`src/rtl/hpx_pkg.sv`:
```
package hpx_pkg;

    typedef enum logic [1:0] {
        HD_CLEAN  = 2'd0,
        HD_FIXED  = 2'd1,
        HD_DOUBLE = 2'd2
    } ham_stat_e;

    typedef struct packed {
        logic [7:0] data;
        ham_stat_e  stat;
    } ham_res_t;

endpackage

```
`src/rtl/hpx_ham84_dec.sv`:
```
module hpx_ham84_dec
    import hpx_pkg::*;
(
    input  logic [7:0] code_i,
    output ham_res_t   res_o
);

    logic       chk_a;
    logic       chk_b;
    logic       chk_c;
    logic       par_all;
    logic [2:0] syn;
    logic [7:0] flip;

    always_comb begin
        chk_a   = code_i[0] ^ code_i[1] ^ code_i[5] ^ code_i[7];
        chk_b   = code_i[1] ^ code_i[2] ^ code_i[3] ^ code_i[7];
        chk_c   = code_i[1] ^ code_i[3] ^ code_i[4] ^ code_i[5];
        par_all = ^code_i;
        syn     = {chk_a, chk_b, chk_c};
        flip    = 8'h00;
        case (syn)
            3'b100:  flip[0] = 1'b1;
            3'b111:  flip[1] = 1'b1;
            3'b010:  flip[2] = 1'b1;
            3'b011:  flip[3] = 1'b1;
            3'b001:  flip[4] = 1'b1;
            3'b101:  flip[5] = 1'b1;
            3'b110:  flip[7] = 1'b1;
            default: flip[6] = 1'b1;
        endcase
        if (par_all) begin
            res_o.data = code_i ^ flip;
            res_o.stat = HD_FIXED;
        end else if (syn != 3'b000) begin
            res_o.data = code_i;
            res_o.stat = HD_DOUBLE;
        end else begin
            res_o.data = code_i;
            res_o.stat = HD_CLEAN;
        end
    end

endmodule

```
`src/rtl/hpx_line_stage.sv`:
```
module hpx_line_stage
    import hpx_pkg::*;
#(
    parameter int LINE_BYTES = 45,
    parameter int ROW_W      = 5,
    parameter int FMT_W      = 4,
    parameter int SVC_ROW    = 30,
    parameter int FMT_RAW    = 1,
    parameter int FMT_CODED  = 2,
    parameter int CODED_LO   = 13,
    parameter int CODED_HI   = 25,
    parameter int RAW_LO     = 15,
    parameter int RAW_HI     = 21,
    localparam int CODED_LEN = CODED_HI - CODED_LO + 1,
    localparam int RAW_LEN   = RAW_HI - RAW_LO + 1,
    localparam int BUF_LEN   = (CODED_LEN > RAW_LEN) ? CODED_LEN : RAW_LEN
) (
    input  logic                 clk,
    input  logic                 rst_n,
    input  logic                 pkt_start,
    input  logic [ROW_W-1:0]     pkt_row,
    input  logic [FMT_W-1:0]     pkt_fmt,
    input  logic                 byte_vld,
    input  logic [7:0]           byte_in,
    input  logic                 pkt_end,
    output logic                 done_ok,
    output logic                 done_coded,
    output logic [BUF_LEN*8-1:0] buf_flat
);

    localparam int POS_W = $clog2(LINE_BYTES + 1);
    localparam int CNT_W = $clog2(BUF_LEN + 1);

    localparam logic [POS_W-1:0] P_C_LO = POS_W'(CODED_LO);
    localparam logic [POS_W-1:0] P_C_HI = POS_W'(CODED_HI);
    localparam logic [POS_W-1:0] P_R_LO = POS_W'(RAW_LO);
    localparam logic [POS_W-1:0] P_R_HI = POS_W'(RAW_HI);
    localparam logic [POS_W-1:0] P_MAX  = POS_W'(LINE_BYTES);
    localparam logic [CNT_W-1:0] N_CODED = CNT_W'(CODED_LEN);
    localparam logic [CNT_W-1:0] N_RAW   = CNT_W'(RAW_LEN);

    typedef struct packed {
        logic                     active;
        logic                     coded;
        logic                     bad;
        logic [POS_W-1:0]         pos;
        logic [CNT_W-1:0]         cnt;
        logic [BUF_LEN-1:0][7:0]  bytes;
    } stage_t;

    stage_t           st_d;
    stage_t           st_q;
    ham_res_t         dec_res;
    logic             in_win;
    logic [POS_W-1:0] slot;
    logic [7:0]       wbyte;
    logic [CNT_W-1:0] want;
    logic             row_ok;
    logic             fmt_raw;
    logic             fmt_coded;

    hpx_ham84_dec u_dec (
        .code_i (byte_in),
        .res_o  (dec_res)
    );

    always_comb begin
        st_d      = st_q;
        row_ok    = (pkt_row == ROW_W'(SVC_ROW));
        fmt_raw   = (pkt_fmt == FMT_W'(FMT_RAW));
        fmt_coded = (pkt_fmt == FMT_W'(FMT_CODED));
        if (st_q.coded) begin
            in_win = (st_q.pos >= P_C_LO) && (st_q.pos <= P_C_HI);
            slot   = st_q.pos - P_C_LO;
            wbyte  = dec_res.data;
            want   = N_CODED;
        end else begin
            in_win = (st_q.pos >= P_R_LO) && (st_q.pos <= P_R_HI);
            slot   = st_q.pos - P_R_LO;
            wbyte  = byte_in;
            want   = N_RAW;
        end

        done_ok    = pkt_end && !pkt_start && st_q.active && !st_q.bad
                     && (st_q.cnt == want);
        done_coded = st_q.coded;

        if (pkt_start) begin
            st_d.active = row_ok && (fmt_raw || fmt_coded);
            st_d.coded  = fmt_coded;
            st_d.bad    = 1'b0;
            st_d.pos    = '0;
            st_d.cnt    = '0;
        end else if (pkt_end) begin
            st_d.active = 1'b0;
        end else if (byte_vld && st_q.active) begin
            if (in_win) begin
                for (int k = 0; k < BUF_LEN; k++) begin
                    if (slot == POS_W'(k)) begin
                        st_d.bytes[k] = wbyte;
                    end
                end
                st_d.cnt = st_q.cnt + CNT_W'(1);
                if (st_q.coded && (dec_res.stat == HD_DOUBLE)) begin
                    st_d.bad = 1'b1;
                end
            end
            if (st_q.pos != P_MAX) begin
                st_d.pos = st_q.pos + POS_W'(1);
            end
        end
    end

    always_ff @(posedge clk or negedge rst_n) begin
        if (!rst_n) begin
            st_q <= '0;
        end else begin
            st_q <= st_d;
        end
    end

    assign buf_flat = st_q.bytes;

endmodule

```
`src/rtl/hpx_acq_bank.sv`:
```
module hpx_acq_bank #(
    parameter int CODED_LEN = 13,
    parameter int RAW_LEN   = 7,
    parameter int BUF_LEN   = 13
) (
    input  logic                   clk,
    input  logic                   rst_n,
    input  logic                   commit_ok,
    input  logic                   commit_coded,
    input  logic                   store_en,
    input  logic                   field_start,
    input  logic [BUF_LEN*8-1:0]   buf_flat,
    output logic [CODED_LEN*8-1:0] coded_bank,
    output logic [RAW_LEN*8-1:0]   raw_bank,
    output logic                   wr_stb,
    output logic                   wr_coded,
    output logic                   data_valid_n
);

    typedef struct packed {
        logic [CODED_LEN-1:0][7:0] cbank;
        logic [RAW_LEN-1:0][7:0]   rbank;
        logic                      stb;
        logic                      sel;
        logic                      dvn;
    } bank_t;

    bank_t      bk_d;
    bank_t      bk_q;
    logic [7:0] buf_b [BUF_LEN];
    logic       do_wr;

    for (genvar g = 0; g < BUF_LEN; g++) begin : g_unpack
        assign buf_b[g] = buf_flat[8*g +: 8];
    end

    always_comb begin
        bk_d     = bk_q;
        bk_d.stb = 1'b0;
        do_wr    = commit_ok && store_en;
        if (do_wr) begin
            bk_d.stb = 1'b1;
            bk_d.sel = commit_coded;
            if (commit_coded) begin
                for (int k = 0; k < CODED_LEN; k++) begin
                    bk_d.cbank[k] = buf_b[k];
                end
            end else begin
                for (int k = 0; k < RAW_LEN; k++) begin
                    bk_d.rbank[k] = buf_b[k];
                end
            end
        end
        if (field_start) begin
            bk_d.dvn = 1'b1;
        end else if (do_wr && commit_coded) begin
            bk_d.dvn = 1'b0;
        end
    end

    always_ff @(posedge clk or negedge rst_n) begin
        if (!rst_n) begin
            bk_q.cbank <= '1;
            bk_q.rbank <= '1;
            bk_q.stb   <= 1'b0;
            bk_q.sel   <= 1'b0;
            bk_q.dvn   <= 1'b1;
        end else begin
            bk_q <= bk_d;
        end
    end

    assign coded_bank   = bk_q.cbank;
    assign raw_bank     = bk_q.rbank;
    assign wr_stb       = bk_q.stb;
    assign wr_coded     = bk_q.sel;
    assign data_valid_n = bk_q.dvn;

endmodule

```
`src/rtl/hamm_pkt_extract.sv`:
```
module hamm_pkt_extract #(
    parameter int LINE_BYTES = 45,
    parameter int ROW_W      = 5,
    parameter int FMT_W      = 4,
    parameter int SVC_ROW    = 30,
    parameter int FMT_RAW    = 1,
    parameter int FMT_CODED  = 2,
    parameter int CODED_LO   = 13,
    parameter int CODED_HI   = 25,
    parameter int RAW_LO     = 15,
    parameter int RAW_HI     = 21,
    localparam int CODED_LEN = CODED_HI - CODED_LO + 1,
    localparam int RAW_LEN   = RAW_HI - RAW_LO + 1,
    localparam int BUF_LEN   = (CODED_LEN > RAW_LEN) ? CODED_LEN : RAW_LEN
) (
    input  logic                   clk,
    input  logic                   rst_n,
    input  logic                   store_en,
    input  logic                   field_start,
    input  logic                   pkt_start,
    input  logic [ROW_W-1:0]       pkt_row,
    input  logic [FMT_W-1:0]       pkt_fmt,
    input  logic                   byte_vld,
    input  logic [7:0]             byte_in,
    input  logic                   pkt_end,
    output logic [CODED_LEN*8-1:0] coded_bank,
    output logic [RAW_LEN*8-1:0]   raw_bank,
    output logic                   wr_stb,
    output logic                   wr_coded,
    output logic                   data_valid_n
);

    logic                 commit_ok;
    logic                 commit_coded;
    logic [BUF_LEN*8-1:0] stage_buf;

    hpx_line_stage #(
        .LINE_BYTES (LINE_BYTES),
        .ROW_W      (ROW_W),
        .FMT_W      (FMT_W),
        .SVC_ROW    (SVC_ROW),
        .FMT_RAW    (FMT_RAW),
        .FMT_CODED  (FMT_CODED),
        .CODED_LO   (CODED_LO),
        .CODED_HI   (CODED_HI),
        .RAW_LO     (RAW_LO),
        .RAW_HI     (RAW_HI)
    ) u_stage (
        .clk        (clk),
        .rst_n      (rst_n),
        .pkt_start  (pkt_start),
        .pkt_row    (pkt_row),
        .pkt_fmt    (pkt_fmt),
        .byte_vld   (byte_vld),
        .byte_in    (byte_in),
        .pkt_end    (pkt_end),
        .done_ok    (commit_ok),
        .done_coded (commit_coded),
        .buf_flat   (stage_buf)
    );

    hpx_acq_bank #(
        .CODED_LEN (CODED_LEN),
        .RAW_LEN   (RAW_LEN),
        .BUF_LEN   (BUF_LEN)
    ) u_bank (
        .clk          (clk),
        .rst_n        (rst_n),
        .commit_ok    (commit_ok),
        .commit_coded (commit_coded),
        .store_en     (store_en),
        .field_start  (field_start),
        .buf_flat     (stage_buf),
        .coded_bank   (coded_bank),
        .raw_bank     (raw_bank),
        .wr_stb       (wr_stb),
        .wr_coded     (wr_coded),
        .data_valid_n (data_valid_n)
    );

endmodule

```
`config.mk`:
```
export PLATFORM = sky130hd
export DESIGN_NAME = hamm_pkt_extract
export DESIGN_NICKNAME = d
export VERILOG_FILES = /design/src/rtl/hpx_pkg.sv /design/src/rtl/hpx_ham84_dec.sv /design/src/rtl/hpx_line_stage.sv /design/src/rtl/hpx_acq_bank.sv /design/src/rtl/hamm_pkt_extract.sv
export SDC_FILE = /design/constraint.sdc
export NUM_CORES = 1
export LEC_CHECK = 0
export ABC_CLOCK_PERIOD_IN_PS = 7270
export BUFFER_PORTS_ARGS = -buffer_cell sky130_fd_sc_hd__buf_2
export CAP_MARGIN = 20
export CORE_ASPECT_RATIO = 0.7
export CORE_UTILIZATION = 60
export DETAILED_ROUTE_END_ITERATION = 16
export PLACE_DENSITY = 0.95
export SLEW_MARGIN = 15
export SYNTH_ARGS = -nofsm -noshare
export SYNTH_HDL_FRONTEND = slang
export SYNTH_SLANG_ARGS = --single-unit
```
`constraint.sdc`:
```
create_clock -name clk -period 7.27 [get_ports clk]
set_input_delay 1.0905 -clock clk [delete_from_list [all_inputs] [get_ports clk]]
set_output_delay 1.0905 -clock clk [all_outputs]
set_load 0.05 [all_outputs]
```
### Yosys cells after proc, flatten, opt, wreduce, memory -nomap -nowiden

Cells that the tools add are included.

* output and inout port bits: 163
* input bits: 24
* word-level logic and storage cells: 169
* register bits after elaboration: 280

* magnitude comparators: 4
* reductions and logical operators: 42
* multiplexer cells: 39
* equality and inequality tests: 26
* add/sub/neg operators: 4
* bitwise gates (word level): 13

Operators with widths (number)
* two-way mux 115 bit: 2
* two-way mux 8 bit: 14
* two-way mux 108 bit: 1
* AND reduction 5 bit: 13
* equality test 6 x 4 -> 1 bit (second input constant): 5
* equality test 6 x 3 -> 1 bit (second input constant): 4
* two-way mux 1 bit: 15
* equality test 3 bit (second input constant): 4
* equality test 6 x 2 -> 1 bit (second input constant): 2
* >= comparator 6 x 4 -> 1 bit (second input constant): 2
* less-or-equal comparator 6 x 5 -> 1 bit (second input constant): 2
* two-way mux 6 bit: 2
* nonzero test 2 bit: 6
* subtractor 6 x 4 -> 6 bit (second input constant): 2
* logical AND 1 bit: 11
* two-way mux 11 bit: 1
* two-way mux 10 bit: 1
* XOR 1 bit: 9
* parity 8 bit: 1
* XOR 8 bit: 1
* OR reduction 7 bit: 1
* adder 6 x 1 -> 6 bit (second input constant): 1
* equality test 3 x 2 -> 1 bit (second input constant): 2
* equality test 6 x 1 -> 1 bit (second input constant): 1
* 19 further kinds: 25

### Logic depth before layout (Yosys ltp)

* depth after elaboration: 15
* mapped depth: 11
* depth with buffers taken out: 8

### Modules after synthesis

A second synthesis with hierarchy kept.

* cell total of the unflattened synthesis: 891
* area, all modules: 12907.4 um2

By module, submodules not included
* hpx_acq_bank: instances 1, sequential area each 4280.4 um2, cells each 346, area each 6404.9 um2
* hpx_line_stage: instances 1, sequential area each 2927.8 um2, cells each 477, area each 5994.5 um2
* hpx_ham84_dec: instances 1, sequential area each 0.0 um2, cells each 68, area each 508.0 um2

### Worst setup path after synthesis

OpenSTA, ideal clock, no wires.

* path kind: input to register
* start point: in pkt_end
* end point: reg u_stage.st_q (netlist bit u_stage.buf_flat[48])
* setup time: 0.125 ns
* required time: 7.145 ns
* arrival: 2.986 ns
* buffers on the path: 2
* cell stages on the path: 8
* slack: 4.159 ns
* cells stage by stage: nand3b_1 -> or4_1 -> o22ai_4 -> and2b_1 -> buf_6 -> and4_4 -> buf_12 -> mux2_4

* word-level cells in the longest chain between the ends: 2

RTL lines
* start, declared: line hamm_pkt_extract.sv:25 `input logic pkt_end,`
* inverter 1 bit (no line)
* AND reduction 5 bit (no line)
* end signal, assigned: line hpx_line_stage.sv:118 `st_q <= st_d;`
* end, declared: line hpx_line_stage.sv:52 `stage_t st_q;`

Every way passes these cells.
A chain may end at the register's enable or synchronous reset.

### Worst setup path after layout

* start point: reg u_stage.st_q[108] (netlist name)
* end point: reg u_stage.st_q (netlist bit u_stage.buf_flat[2])

* word-level cells in the longest chain between the ends: 4
* elaborated cells on any way between the ends: 12
* classes of those cells: 2 x add/sub; 4 x order compare; 2 x mux; 4 x reduce/logical

RTL lines
* subtractor 6 x 4 -> 6 bit (tied with other cells): line hpx_line_stage.sv:79 `slot = st_q.pos - P_R_LO;`
* two-way mux 6 bit (tied with other cells): line hpx_line_stage.sv:72 `if (st_q.coded) begin`
* logical NOT 6 bit or two-way mux 1 bit (tied branches): line hpx_line_stage.sv:99, hpx_line_stage.sv:72
* AND reduction 5 bit (no line) (*)

Every way passes the cells marked *; elsewhere a longest branch is shown, timed or not.

==> impl_metrics.env <==
export IMPL_status="finished clean"
export IMPL_die_h_um=119
export IMPL_synth_cell_types=64
export IMPL_ys_seq_area_share_pct=61.2
export IMPL_slew_headroom_pct=30.4
export IMPL_cts_htree_levels=1
export IMPL_initial_core_util_pct=61.8
export IMPL_ios=187
export IMPL_clk_latency_ns=0.51
export IMPL_dp_hpwl_mm=17.8
export IMPL_grt_busiest_layer="met2"
export IMPL_grt_pass1_vias=8107
export IMPL_fill_cells=1273
export IMPL_grtUsageMet1_pct=41.1
export IMPL_grt_pass1_wl_mm=44.8
export IMPL_fmax_mhz=262
export IMPL_cts_setup_buffers=0
export IMPL_worst_pin_slew_ns=1.04
export IMPL_cp_top_family="compound AO/OA/AOI/OAI gates"
export IMPL_rows=42
export IMPL_wl_per_cell_um=19.6
export IMPL_seqPwrFrac_pct=51.9
export IMPL_critPathMaxFanout=10
export IMPL_ys_warn_count=0
export IMPL_final_common_cell="nand2_1"
export IMPL_cp_startpoint="u_stage.st_q[108]$_DFFE_PN0P_"
export IMPL_io_buffers=186
export IMPL_final_hold_viol_count=0
export IMPL_worst_hold_slack_ns=0.448
export IMPL_drv_slew=0
export IMPL_p_sw_uw=647
export IMPL_use_met3_pct=5.58
export IMPL_multiInputGateArea_sq_mm=0.00433
export IMPL_design_die_area_sq_mm=0.0202
export IMPL_die_x_um=169
export IMPL_wl_mm=28.0
export IMPL_ys_seq_elements=280
export IMPL_grt_max_degree=165
export IMPL_syn_avg_cell_area_sq_um=12.0
export IMPL_overflow=0
export IMPL_cts_sinks=280
export IMPL_slowest_stage="o32ai_1"
export IMPL_clk_path_buf_depth=3
export IMPL_synth_edff_count=0
export IMPL_r2r_start="u_stage.st_q[108]$_DFFE_PN0P_"
export IMPL_criticalPathCategory="register to register"
export IMPL_holdCritStartpoint="u_bank.coded_bank[1]$_DFFE_PN1P_"
export IMPL_final_layout_size_suffix_gt1_share_pct=45.5
export IMPL_rsz0062_at_grt="false"
export IMPL_period_share_pct=52.5
export IMPL_initialDrtViolationCount=819
export IMPL_core_area_sq_mm=0.0191
export IMPL_clk_transition_reported_paths_ns=0.07
export IMPL_maxCapViolCount=0
export IMPL_netSwitchingFraction_pct=21.4
export IMPL_ys_flop_type="dfstp_2"
export IMPL_ant_nets=0
export IMPL_grt_total_usage_pct=28.7
export IMPL_cp_start_kind="register"
export IMPL_gp_congestion=0.885
export IMPL_required_ns=7.67
export IMPL_drcViolationCount=0
export IMPL_syn_instance_count=985
export IMPL_hold_class="register to register"
export IMPL_cp_data_arrival_time_ns=4.22
export IMPL_dr_pass1_iters=8
export IMPL_cts_tree="yes"
export IMPL_nets=1176
export IMPL_clk_root_buffer_cell="clkbuf_16"
export IMPL_post_route_min_period_ns=3.82
export IMPL_use_met2_pct=45.4
export IMPL_antenna_found_initial=0
export IMPL_register_area_sq_mm=0.00721
export IMPL_peakVddDrop_v=0.000146
export IMPL_synthArstFlopShare_pct=100
export IMPL_pwr_share_comb_pct=3.2
export IMPL_p_leak_nw=7.09
export IMPL_worst_slack_ns=3.45
export IMPL_final_cell_mix="nand2_1 (335), buf_2 (185), dfstp_2 (161)"
export IMPL_finalSetupViolCount=0
export IMPL_vias=8079
export IMPL_worst_clock_skew_ns=0.0158
export IMPL_num_antenna_cells=0
export IMPL_synthToLayoutAreaGrowth_pct=16.7
export IMPL_pre_cts_ws_ns=3.55
export IMPL_crit_path_end_kind="register"
export IMPL_cts_inserted_buffers=25
export IMPL_p_int_mw=2.37
export IMPL_critPathBufInv=1
export IMPL_cts_resized_gates=0
export IMPL_synth_nets=1013
export IMPL_path_cells="clkinv_1, ha_1, and2b_1, o21ai_1, o32ai_1, nor2b_1, mux2_2"
export IMPL_syn_area_sq_mm=0.0118
export IMPL_power_density_mw_per_mm2=219
export IMPL_viasPerCell=5.65
export IMPL_power_share_clock_pct=44.9
export IMPL_cts_hold_buf=0
export IMPL_max_stage_delay_ns=0.85
export IMPL_finalSetupTns_ns=0
## registers in the layout, summed over array words and instances (netlist names)
signal,flops
u_bank.wr_stb,1
u_stage.st_q,12
u_bank.wr_coded,1
u_bank.data_valid_n,1
u_bank.raw_bank,56
u_stage.done_coded,1
u_stage.buf_flat,104
u_bank.coded_bank,104
## cell type report
cell class,count,area share (%)
Clock inverter,12,0.865
Timing Repair Buffer,191,7.30
Inverter,5,0.137
Tap cell,264,2.40
Multi-Input combinational cell,645,31.5
Sequential cell,280,52.4
Clock buffer,33,5.35
## worst paths after layout
kind	endpoint	slack (ns)	depth (start not counted)
max	u_stage.buf_flat[2]$_DFFE_PN0P_	3.45	7
min	u_bank.coded_bank[1]$_DFFE_PN1P_	0.45	2
max reg2reg	u_stage.buf_flat[2]$_DFFE_PN0P_	3.45	7
min reg2reg	u_bank.coded_bank[1]$_DFFE_PN1P_	0.45	2
max in group asynchronous	u_stage.buf_flat[15]$_DFFE_PN0P_	5.31	2
min in group asynchronous	u_stage.buf_flat[82]$_DFFE_PN0P_	0.59	1
## worst min-delay path: stages, from the launching register on
cell and delay, ns:
dfstp_2 0.37, nand2_1 0.04, nand2_1 0.04
## routing by layer
layer  up-vias  wire (um)
met1      4082      12100
met3        50       2290
met2       376      13000
li1       3571          -
met5         -          0
met4         0        604
## power by group through the flow
stage / clock, mW / combinational, mW / sequential [mW]
5_1_grt: 1.43 / 0.107 / 1.56
6_report: 1.35 / 0.0967 / 1.56
3_5_place_dp: 0 / 0.0959 / 1.59
2_1_floorplan: 0 / 0.0390 / 1.59
3_3_place_gp: 0 / 0.0925 / 1.59
4_1_cts: 1.37 / 0.0967 / 1.56
## stage by stage
| step | cell area, sq um | power, mW | util, % | instances |
|---|---|---|---|---|
| 2_1_floorplan | 11800 | 1.63 | - | 985 |
| 4_1_cts | 13700 | 3.03 | 72.0 | 1429 |
| 3_5_place_dp | 12900 | 1.68 | 67.5 | 1384 |
| 5_1_grt | 13700 | 3.10 | 72.1 | 1430 |
| 3_3_place_gp | 12900 | 1.68 | 67.4 | 1383 |
| 6_report | 13700 | 3.02 | 72.1 | 1430 |
## cell families (layout without fill, tap and decap cells)
group                    count (synthesis)  count (layout)  synth area share [%]
flip-flops                             280             280                  61.2
AO/OA/AOI/OAI                           38              38                  2.23
XOR/XNOR                                27              27                  2.19
adder cells (fa/ha/maj)                  5               5                 0.510
AND/OR/NAND/NOR                        413             413                  15.1
buffers and inverters                   60             241                  2.53
multiplexers                           162             162                  16.2
## synth_stat cells, types with 3 or more instances
| cell type | n | area, sq um |
|---|---|---|
| nand2_1 | 337 | 1260 |
| dfstp_2 | 161 | 4230 |
| dfrtp_1 | 119 | 2980 |
| mux2_2 | 89 | 1000 |
| mux2_1 | 48 | 541 |
| clkbuf_1 | 39 | 146 |
| mux2_4 | 24 | 360 |
| nor2_1 | 21 | 78.8 |
| xnor2_1 | 15 | 131 |
| xor2_1 | 10 | 87.6 |
| o21ai_0 | 9 | 45.0 |
| buf_2 | 8 | 40.0 |
| a21oi_1 | 7 | 35.0 |
| nand3_1 | 7 | 35.0 |
| nand2b_1 | 5 | 31.3 |
| nor2b_1 | 5 | 31.3 |
| nor3_1 | 5 | 25.0 |
| ha_1 | 4 | 50.1 |
| a31oi_1 | 3 | 18.8 |
| and3_1 | 3 | 18.8 |
| and4_4 | 3 | 33.8 |
| inv_1 | 3 | 11.3 |
| nand3b_1 | 3 | 22.5 |
| nand4_4 | 3 | 63.8 |
| nor3b_1 | 3 | 22.5 |
Note: power is estimated with default switching activity, not from simulation.
